<file path="src/rtl/dma_chain_ctrl.sv">
module dma_chain_ctrl #(
  parameter int AW       = 32,
  parameter int DW       = 32,
  parameter int ALIGN_LG = 4
) (
  input  logic          clk,
  input  logic          rst_n,
  input  logic          reg_we,
  input  logic [3:0]    reg_addr,
  input  logic [AW-1:0] reg_wdata,
  output logic [AW-1:0] reg_rdata,
  input  logic          dev_valid,
  output logic          dev_ready,
  input  logic [DW-1:0] dev_wdata,
  output logic [DW-1:0] dev_rdata,
  output logic          mem_req,
  output logic          mem_we,
  output logic [AW-1:0] mem_addr,
  output logic [DW-1:0] mem_wdata,
  input  logic [DW-1:0] mem_rdata,
  input  logic          mem_ack,
  input  logic          mem_err,
  output logic          irq
);

  localparam logic [AW-1:0] STEP  = AW'(DW / 8);
  localparam logic [AW-1:0] AMASK = ~((AW'(1) << ALIGN_LG) - AW'(1));

  localparam logic [3:0] IX_CSR  = 4'd0;
  localparam logic [3:0] IX_CUR  = 4'd1;
  localparam logic [3:0] IX_END  = 4'd2;
  localparam logic [3:0] IX_QBEG = 4'd3;
  localparam logic [3:0] IX_QEND = 4'd4;
  localparam logic [3:0] IX_SCUR = 4'd5;
  localparam logic [3:0] IX_SEND = 4'd6;
  localparam logic [3:0] IX_SQB  = 4'd7;
  localparam logic [3:0] IX_SQE  = 4'd8;
  localparam logic [3:0] IX_LOAD = 4'd9;

  localparam int B_SETEN  = 16;
  localparam int B_SETSUP = 17;
  localparam int B_DIR    = 18;
  localparam int B_CLRCMP = 19;
  localparam int B_RST    = 20;
  localparam int B_RELOAD = 21;
  localparam int S_EN     = 24;
  localparam int S_SUP    = 25;
  localparam int S_CMP    = 27;
  localparam int S_FLT    = 28;

  logic [AW-1:0] cur_q, end_q, qbeg_q, qend_q;
  logic [AW-1:0] scur_q, send_q, sqb_q, sqe_q;
  logic          en_q, sup_q, cmp_q, flt_q, dir_q;

  logic          csr_wr, load_wr, go, last, swap, halt, fault;
  logic [AW-1:0] cur_inc, wr_al;

  assign csr_wr  = reg_we && (reg_addr == IX_CSR);
  assign load_wr = reg_we && (reg_addr == IX_LOAD);
  assign wr_al   = reg_wdata & AMASK;
  assign cur_inc = cur_q + STEP;

  assign mem_req   = en_q && dev_valid && (cur_q != end_q);
  assign go        = mem_req && mem_ack && !mem_err;
  assign fault     = mem_req && mem_err;
  assign last      = go && (cur_inc == end_q);
  assign swap      = last && !sup_q;
  assign halt      = last && sup_q;

  assign mem_addr  = cur_q;
  assign mem_we    = dir_q;
  assign mem_wdata = dev_wdata;
  assign dev_rdata = mem_rdata;
  assign dev_ready = go;
  assign irq       = cmp_q | flt_q;

  always_ff @(posedge clk or negedge rst_n) begin
    if (!rst_n) begin
      cur_q  <= '0;
      end_q  <= '0;
      qbeg_q <= '0;
      qend_q <= '0;
    end else begin
      if (go) cur_q <= swap ? qbeg_q : cur_inc;
      if (swap) end_q <= qend_q;
      if (csr_wr && reg_wdata[B_RELOAD]) begin
        cur_q  <= scur_q;
        end_q  <= send_q;
        qbeg_q <= sqb_q;
        qend_q <= sqe_q;
      end
      if (reg_we) begin
        case (reg_addr)
          IX_CUR, IX_LOAD: cur_q  <= wr_al;
          IX_END:          end_q  <= wr_al;
          IX_QBEG:         qbeg_q <= wr_al;
          IX_QEND:         qend_q <= wr_al;
          default: ;
        endcase
      end
    end
  end

  always_ff @(posedge clk or negedge rst_n) begin
    if (!rst_n) begin
      scur_q <= '0;
      send_q <= '0;
      sqb_q  <= '0;
      sqe_q  <= '0;
    end else if (load_wr) begin
      scur_q <= wr_al;
      send_q <= end_q;
      sqb_q  <= qbeg_q;
      sqe_q  <= qend_q;
    end else if (swap) begin
      scur_q <= qbeg_q;
      send_q <= qend_q;
      sqb_q  <= qbeg_q;
      sqe_q  <= qend_q;
    end
  end

  always_ff @(posedge clk or negedge rst_n) begin
    if (!rst_n) begin
      en_q  <= 1'b0;
      sup_q <= 1'b0;
      cmp_q <= 1'b0;
      flt_q <= 1'b0;
      dir_q <= 1'b0;
    end else begin
      if (fault) begin
        flt_q <= 1'b1;
        en_q  <= 1'b0;
      end
      if (halt) en_q <= 1'b0;
      if (csr_wr) begin
        dir_q <= reg_wdata[B_DIR];
        if (reg_wdata[B_SETEN] && !flt_q && !fault) en_q <= 1'b1;
        if (reg_wdata[B_SETSUP]) sup_q <= 1'b1;
        if (reg_wdata[B_CLRCMP]) cmp_q <= 1'b0;
      end
      if (load_wr) cmp_q <= 1'b0;
      if (last) cmp_q <= 1'b1;
      if (csr_wr && reg_wdata[B_RST]) begin
        en_q  <= 1'b0;
        sup_q <= 1'b0;
        cmp_q <= 1'b0;
        flt_q <= 1'b0;
      end
    end
  end

  always_comb begin
    reg_rdata = '0;
    case (reg_addr)
      IX_CSR: begin
        reg_rdata[S_EN]  = en_q;
        reg_rdata[S_SUP] = sup_q;
        reg_rdata[S_CMP] = cmp_q;
        reg_rdata[S_FLT] = flt_q;
        reg_rdata[B_DIR] = dir_q;
      end
      IX_CUR:  reg_rdata = cur_q;
      IX_END:  reg_rdata = end_q;
      IX_QBEG: reg_rdata = qbeg_q;
      IX_QEND: reg_rdata = qend_q;
      IX_SCUR: reg_rdata = scur_q;
      IX_SEND: reg_rdata = send_q;
      IX_SQB:  reg_rdata = sqb_q;
      IX_SQE:  reg_rdata = sqe_q;
      default: reg_rdata = '0;
    endcase
  end

  AST_END_ALIGNED: assert property (@(posedge clk) disable iff (!rst_n)
    end_q[ALIGN_LG-1:0] == '0);
  AST_RESET_CMD: assert property (@(posedge clk) disable iff (!rst_n)
    csr_wr && reg_wdata[B_RST] |=> !en_q && !sup_q && !cmp_q && !flt_q);
  AST_ADVANCE: assert property (@(posedge clk) disable iff (!rst_n)
    go && !last && !reg_we |=> cur_q == $past(cur_q) + STEP);
  AST_CHAIN: assert property (@(posedge clk) disable iff (!rst_n)
    swap && !reg_we |=> cur_q == $past(qbeg_q) && end_q == $past(qend_q) && cmp_q && en_q);
  AST_SINGLE_STOP: assert property (@(posedge clk) disable iff (!rst_n)
    halt && !reg_we |=> !en_q && cmp_q && !mem_req);
  AST_FAULT_STOP: assert property (@(posedge clk) disable iff (!rst_n)
    fault && !csr_wr |=> flt_q && !en_q && !mem_req);
  AST_FAULT_FREEZE: assert property (@(posedge clk) disable iff (!rst_n)
    flt_q && !reg_we |=> $stable(cur_q) && $stable(end_q));
  AST_IRQ_ON_EVENT: assert property (@(posedge clk) disable iff (!rst_n)
    (fault || last) && !reg_we |=> irq);

endmodule

</file>
<file path="config.mk">
export PLATFORM = sky130hd
export DESIGN_NAME = dma_chain_ctrl
export DESIGN_NICKNAME = d
export VERILOG_FILES = /design/src/rtl/dma_chain_ctrl.sv
export SDC_FILE = /design/constraint.sdc
export NUM_CORES = 1
export LEC_CHECK = 0
export BUFFER_PORTS_ARGS = -buffer_cell sky130_fd_sc_hd__buf_2
export CORE_ASPECT_RATIO = 0.5
export CORE_UTILIZATION = 62
export DETAILED_ROUTE_END_ITERATION = 12
export PLACE_DENSITY = 0.86
export RECOVER_POWER = 50
export SYNTH_ARGS = -nofsm -noshare
export SYNTH_HDL_FRONTEND = slang
export SYNTH_SLANG_ARGS = --single-unit
</file>
<file path="constraint.sdc">
create_clock -name clk -period 7.6 [get_ports clk]
set_input_delay 0 -clock clk [delete_from_list [all_inputs] [get_ports clk]]
set_output_delay 0 -clock clk [all_outputs]
set_load 0.02 [all_outputs]
</file>
==> flow_metrics.py, run 1 <==
metrics = {
    "status": {
        "outcome": "complete, but fails checks",
        "violations": "capacitance limit, slew limit",
    },
    "finish": {
        "drive_gt1_frac": 0.132,
        "area.growth.synth_to_final_pct": 7.25,
        "layout.cells.non_filler": 2029,
        "antenna_cells": 0,
        "fin_nets": 1782,
        "postLayoutCoreUtil": 0.685,
        "finalInstanceArea_um2": 16600,
    },
    "sta": {
        "worst_pin_slew_ns": 3.71,
        "slew_headroom": -1.47,
        "whs_ns": 0.00000561,
        "worst_clock_skew_ns": 0.0209,
        "fmax_ghz": 0.173,
        "report.final.slew_viol_count": 301,
        "layout_min_cycle_time_ns": 5.80,
        "hold_viol": 0,
        "finalCritPeriodShare": 0.763,
        "setup_viol": 0,
        "rsz0062_at_grt": "no",
        "setup_tns_ns": 0,
        "worst_slack_ns": 1.80,
    },
    "clock_tree": {
        "post_cts_buffers": 0,
        "cts_tree": "yes",
        "cts-htree-levels": 1,
        "ctsHoldBuffers": 32,
        "clockBufferDepth": 3,
        "cts.sinks": 261,
        "root_buffer": "clkbuf_16",
        "clkSlewWorstSetupHoldPaths_ns": 0.07,
        "cts_inserted_buffers": 25,
        "worstSkewPairLatency_ns": 0.55,
        "cts_resized": 0,
    },
    "die": {
        "die-height_um": 114,
        "ioPinCount": 238,
        "std_cell_rows": 40,
        "core_um2": 24300,
        "fp.dieArea_um2": 25700,
        "die_w_um": 226,
        "initial_core_util": 0.639,
    },
    "yosys": {
        "syn-cell-area_um2": 15500,
        "synth_enable_flop_cells": 0,
        "seq_area_frac_synth": 0.421,
        "yosys.cell_types.count": 66,
        "yosysWarnings": 0,
        "postSynth.asyncResetShare": 1.00,
        "avgSynthCellArea_um2": 9.11,
        "synthFlopType": "dfrtp_1",
        "synth_largest_area_cell": "dfrtp_1",
        "yosys_register_bits": 261,
        "synthTopCellsByArea": "dfrtp_1 (42%), mux2i_1 (7.6%), nand2_1 (6.1%)",
        "synth_top_cell_area_share": 0.421,
        "synth_cells": 1702,
        "synth_nets": 1809,
    },
    "critical_path": {
        "crit_slowest_cell": "nand2_2",
        "crit_fanout": 40,
        "slowest_delay_ns": 1.14,
        "worstSetupStartpointType": "flop",
        "cp-end-kind": "flop",
        "critPathRequiredTime_ns": 8.02,
        "crit_type": "reg2reg",
        "crit_chain": "and4_1, nand2_1, or4_1, mux2i_1, nand4_1, nor3_1, nand3_4, nand2_2, buf_4, mux2_2",
        "critPathArrivalTime_ns": 6.22,
    },
    "routing": {
        "ant_nets": 0,
        "avgRoutedWirePerCell_um": 25.4,
        "vias_per_cell": 7.18,
        "drtIter0Drc": 2389,
        "drt_wl_total_mm": 51.5,
        "first_pass_iters": 6,
        "vias": 14600,
        "drt_drc_violations_left": 0,
    },
    "worst_hold_path": {
        "min-delay-path-class": "in2out",
    },
    "global_routing": {
        "antenna_found_initial": 0,
        "overflow": 0,
        "grt_max_degree": 193,
        "grt_pass1_wl_mm": 79.5,
        "grt_pass1_vias": 14000,
        "grtUsageTotal": 0.400,
    },
    "pwr": {
        "finalPower_mw": 4.71,
        "p_leak_nw": 6.91,
        "peakVddDrop_uv": 134,
        "p_per_area_nw_per_um2": 283,
    },
    "placement": {
        "place_congestion": 1.02,
        "pre_cts_slack_ns": 2.05,
        "io_buffers": 105,
        "place_area_um2": 15600,
        "numPlacedInstances": 1952,
        "dp_hpwl_mm": 31.6,
    },
    "job": {
        "max_cap_violations": 3,
    },
}
cells by family (layout without fill, tap and decap cells):
kind of cell | count (synthesis) | in the layout | synth area share
simple gates | 510 | 510 | 0.151
mux | 186 | 186 | 0.126
compound gates | 451 | 451 | 0.184
fa+ha+maj | 1 | 1 | 0.000807
flops | 261 | 261 | 0.421
buf+inv | 226 | 217 | 0.0785
xor+xnor | 67 | 67 | 0.0387
placed cells by master, fill, tap and decap left out, drive strengths merged, types with 3 or more instances in the layout:
master         n
a211oi         3
a21oi         96
a221o          6
a221oi         4
a222oi         5
a22oi        120
a31oi         61
a32oi          3
and2           7
and3          15
and4           7
buf           92
clkbuf        74
clkinv         6
dfrtp        261
dlygate4sd3   32
inv           11
mux2          69
mux2i        117
nand2        253
nand2b         5
nand3         47
nand3b         4
nand4         41
nand4b         4
nor2          80
nor3          15
nor3b          4
nor4          15
o211ai         3
o21a           3
o21ai        100
o221ai         3
o22ai         28
or2            3
or4            4
xnor2         47
xor2          19
registers in the layout, indices dropped and copies added (netlist names):
name / count
scur_q: 32
sqe_q: 32
send_q: 32
end_q: 32
qbeg_q: 32
qend_q: 32
mem_we: 1
flt_q: 1
mem_addr: 32
en_q: 1
sqb_q: 32
sup_q: 1
cmp_q: 1
Yosys cell counts, drive strengths merged, types with 3 or more instances:
library cell	number
a211oi	3
a21oi	96
a221o	6
a221oi	4
a222oi	5
a22oi	120
a31oi	61
a32oi	3
and2	7
and3	15
and4	7
buf	110
clkbuf	105
dfrtp	261
inv	11
mux2	69
mux2i	117
nand2	253
nand2b	5
nand3	47
nand3b	4
nand4	41
nand4b	4
nor2	80
nor3	15
nor3b	4
nor4	15
o211ai	3
o21a	3
o21ai	100
o221ai	3
o22ai	28
or2	3
or4	4
xnor2	47
xor2	19
critical path: cells and delay by family, from the launching register on:
kind                   cells  cell delay [ns]
DFF                        1             0.64
and+or+nand+nor            7             3.74
muxes                      2             0.71
buffers and inverters      1             0.54
power breakdown:
part	total (mW)	leakage [nW]	switching [mW]	internal [mW]
logic	1.20	3.25	0.683	0.514
clock network	1.28	0.405	0.564	0.711
registers	2.23	3.26	0.509	1.72
area by class of cell:
type	instances	area [µm²]
clock inverter	8	82.6
fill	1776	7640
inverter	11	41.3
multi-input combinational	1215	7830
tap	336	420
timing repair buffer	161	981
clock buffer	37	741
sequential	261	6530
per-layer routing:
metal | part of all wire | vias to the layer above | track usage
met1 | 0.37 | 6870 | 0.546
met4 | 0.055 | 0 | 0.213
li1 | - | 6062 | -
met5 | 0 | - | 0
met2 | 0.43 | 1345 | 0.588
met3 | 0.15 | 287 | 0.106
path summary, 6_finish.rpt:
| kind | start | end | slack (ns) | cells after the start |
|---|---|---|---|---|
| max | mem_addr[15]$_DFF_PN0_ | sqe_q[6]$_DFFE_PN0P_ | 1.80 | 10 |
| min | dev_wdata[31] | mem_wdata[31] | 0.000006 | 0 |
| max reg2reg | mem_addr[15]$_DFF_PN0_ | sqe_q[6]$_DFFE_PN0P_ | 1.80 | 10 |
| min reg2reg | sqe_q[4]$_DFFE_PN0P_ | sqe_q[4]$_DFFE_PN0P_ | 0.53 | 1 |
| max in group asynchronous | rst_n | send_q[3]$_DFFE_PN0P_ | 1.92 | 3 |
| min in group asynchronous | rst_n | qbeg_q[15]$_DFF_PN0_ | 1.30 | 2 |
Note: power is estimated with default switching activity, not from simulation.
==> inputs of run 2 (changes only) <==
--- a/config.mk
+++ b/config.mk
@@ -5,11 +5,12 @@
 export SDC_FILE = /design/constraint.sdc
 export NUM_CORES = 1
 export LEC_CHECK = 0
+export ABC_AREA = 1
 export BUFFER_PORTS_ARGS = -buffer_cell sky130_fd_sc_hd__buf_2
 export CORE_ASPECT_RATIO = 0.5
-export CORE_UTILIZATION = 62
+export CORE_UTILIZATION = 58
 export DETAILED_ROUTE_END_ITERATION = 12
-export PLACE_DENSITY = 0.86
+export PLACE_DENSITY = 0.81
 export RECOVER_POWER = 50
 export SYNTH_ARGS = -nofsm -noshare
 export SYNTH_HDL_FRONTEND = slang
==> constraint.sdc (replaced) <==
create_clock -name clk -period 5.7 [get_ports clk]
set_input_delay 0 -clock clk [delete_from_list [all_inputs] [get_ports clk]]
set_output_delay 0 -clock clk [all_outputs]
set_load 0.02 [all_outputs]
==> run 2 against run 1 <==
- the flow still finishes with violations (capacitance limit, slew limit)
- clock skew is 0.00071 ns lower
- combinational power increased by 74%
- worst setup slack lost 0.77 ns
- largest power group unchanged
- synthesized cell count is 31% higher
- clock power is 40% higher
- design area rose by 4.5%
- die area increased by 11%
==> flow_metrics.py, run 2 <==
metrics = {
    "placement": {
        "place_congestion": 0.971,
        "dp_hpwl_mm": 33.4,
        "io_buffers": 105,
        "place_area_um2": 16300,
    },
    "yosys": {
        "postSynth.asyncResetShare": 1.00,
        "yosysWarnings": 0,
        "synth_top_cell_area_share": 0.406,
        "synthFlopType": "dfrtp_1",
        "yosys.cell_count.top_type": "nand2_1",
        "seq_area_frac_synth": 0.406,
        "synthTopCellsByArea": "dfrtp_1 (41%), nand2_1 (10%), a21oi_1 (9.9%)",
        "yosys.cell_types.count": 41,
        "synth_enable_flop_cells": 0,
        "avgSynthCellArea_um2": 7.24,
        "yosys_register_bits": 261,
        "syn-cell-area_um2": 16100,
        "synth_largest_area_cell": "dfrtp_1",
        "synth_nets": 2332,
        "synth.top_cells.by_count": "nand2_1 (448), a21oi_1 (318), dfrtp_1 (261)",
        "synth_cells": 2225,
    },
    "global_routing": {
        "grt_max_degree": 166,
        "antenna_found_initial": 0,
        "grt_pass1_wl_mm": 87.3,
        "grt_pass1_vias": 15500,
        "overflow": 0,
        "grtUsageTotal": 0.401,
    },
    "die": {
        "fp.dieArea_um2": 28500,
        "die_w_um": 238,
        "core_um2": 26900,
        "ioPinCount": 238,
        "initial_core_util": 0.600,
        "die-height_um": 120,
        "std_cell_rows": 42,
    },
    "finish": {
        "postLayoutCoreUtil": 0.647,
        "layout_commonest_cell": "nand2_1",
        "drive_gt1_frac": 0.0815,
        "antenna_cells": 0,
        "multi_input_area_um2": 7620,
        "finalInstanceArea_um2": 17400,
        "num-fill-cells": 2321,
        "seq_area_um2": 6530,
        "area.growth.synth_to_final_pct": 7.89,
        "fin_nets": 2323,
        "mostFrequentLayoutCells": "nand2_1 (448), a21oi_1 (318), dfrtp_1 (261)",
    },
    "clock_tree": {
        "ctsHoldBuffers": 31,
        "cts_tree": "yes",
        "cts-htree-levels": 1,
        "worstSkewPairLatency_ns": 0.56,
        "cts.sinks": 261,
        "cts_inserted_buffers": 25,
        "cts_resized": 0,
        "clockBufferDepth": 3,
        "root_buffer": "clkbuf_16",
        "post_cts_buffers": 0,
        "clkSlewWorstSetupHoldPaths_ns": 0.07,
    },
    "routing": {
        "first_pass_iters": 6,
        "avgRoutedWirePerCell_um": 21.8,
        "vias": 16400,
        "vias_per_cell": 6.30,
        "drtIter0Drc": 2784,
        "drt_wl_total_mm": 56.8,
        "ant_nets": 0,
        "drt_drc_violations_left": 0,
    },
    "critical_path": {
        "worstSetupStartpointType": "flop",
        "crit_type": "reg2reg",
        "cp-end-kind": "flop",
        "cp_common_cell": "nand2_1",
        "slowest_delay_ns": 0.92,
        "crit_chain": "ha_1, nand2_1, nor2_4, nand2_2, nor2_1, nand2_1, nand2_1, nand2_1, nand2_1, nor2_1, nand2_1, nor2_2, nand4_4, buf_4, buf_4, o21ai_0, a21oi_1, nor2_1",
        "critPathRequiredTime_ns": 6.14,
        "critPathArrivalTime_ns": 5.11,
        "crit_fanout": 100,
        "crit_slowest_cell": "buf_4",
    },
    "sta": {
        "rsz0062_at_grt": "no",
        "whs_ns": 0.00000561,
        "layout_min_cycle_time_ns": 4.67,
        "worst_pin_slew_ns": 4.63,
        "report.final.slew_viol_count": 97,
        "fmax_ghz": 0.214,
        "finalCritPeriodShare": 0.819,
        "worst_clock_skew_ns": 0.0202,
        "slew_headroom": -2.09,
        "setup_tns_ns": 0,
        "setup_viol": 0,
        "hold_viol": 0,
    },
    "worst_hold_path": {
        "min-delay-path-class": "in2out",
    },
    "pwr": {
        "peakVddDrop_uv": 251,
        "p_per_area_nw_per_um2": 390,
        "p_leak_nw": 8.40,
    },
    "status": {
        "outcome": "complete, but fails checks",
        "violations": "capacitance limit, slew limit",
    },
    "job": {
        "max_cap_violations": 1,
    },
}
-- run 2: cell count changes after synthesis, moves of 49 or more --
cell | previous run | this run
a21oi_1 | 96 | 318
inv_1 | 11 | 224
nand2_1 | 252 | 448
a22oi_1 | 120 | 0
mux2i_1 | 117 | 0
nor2_1 | 80 | 191
o21ai_1 | 0 | 89
o21ai_0 | 100 | 183
mux2_2 | 65 | 0
a31oi_1 | 61 | 1
nand3_1 | 47 | 96
-- run 2: layout make-up --
class | count | area share
sequential | 261 | 0.376
tap | 374 | 0.0269
timing repair buffer | 165 | 0.0591
multi-input combinational | 1532 | 0.439
inverter | 231 | 0.0501
clock inverter | 8 | 0.00562
clock buffer | 37 | 0.0438
-- run 2: routing by layer --
layer / global-route usage / wire length, µm
met3: 0.126 / 8960
met1: 0.550 / 21900
met2: 0.578 / 23000
met4: 0.185 / 2930
met5: 0.0160 / 59
-- run 2: kinds of logic after synthesis --
group	share of synthesized area
AOI/OAI and AO/OA	0.245
xor gates and xnor gates	0.0245
adders and majority gates	0.000777
buffers and inverters	0.124
DFF	0.406
and+or+nand+nor	0.200
-- run 2: where the power goes --
| group | switching, mW | total, mW | internal (mW) |
|---|---|---|---|
| clock | 0.773 | 1.79 | 1.01 |
| sequential | 0.552 | 2.91 | 2.36 |
| combinational | 1.35 | 2.09 | 0.740 |
-- run 2: worst paths after layout --
check | from | cells past startpoint | slack (ns) | end
max | mem_addr[2]$_DFF_PN0_ | 18 | 1.03 | send_q[20]$_DFFE_PN0P_
min | dev_wdata[17] | 0 | 0.000006 | mem_wdata[17]
max reg2reg | mem_addr[2]$_DFF_PN0_ | 18 | 1.03 | send_q[20]$_DFFE_PN0P_
min reg2reg | qend_q[11]$_DFF_PN0_ | 2 | 0.49 | sqe_q[11]$_DFFE_PN0P_
max in group asynchronous | rst_n | 2 | 1.23 | sqb_q[16]$_DFFE_PN0P_
min in group asynchronous | rst_n | 2 | 1.83 | qbeg_q[30]$_DFF_PN0_
-- run 2: through the flow --
stage / total power [mW] / cells / setup slack [ns]
floorplan: 4.32 / 2225 / 3.06
global placement: 4.86 / 2532 / 1.38
detailed placement: 4.92 / 2532 / 1.32
CTS: 6.72 / 2608 / 1.23
global route: 7.17 / 2608 / 0.404
finish: 6.78 / 2608 / 1.03
-- run 2: worst max-delay path, delay by kind of cell, from the launching register on --
kind,cells,cell delay [ns]
DFF,1,0.57
buffers and inverters,2,1.64
and+or+nand+nor,13,1.51
AOI/OAI and AO/OA,2,0.43
adders and majority gates,1,0.33
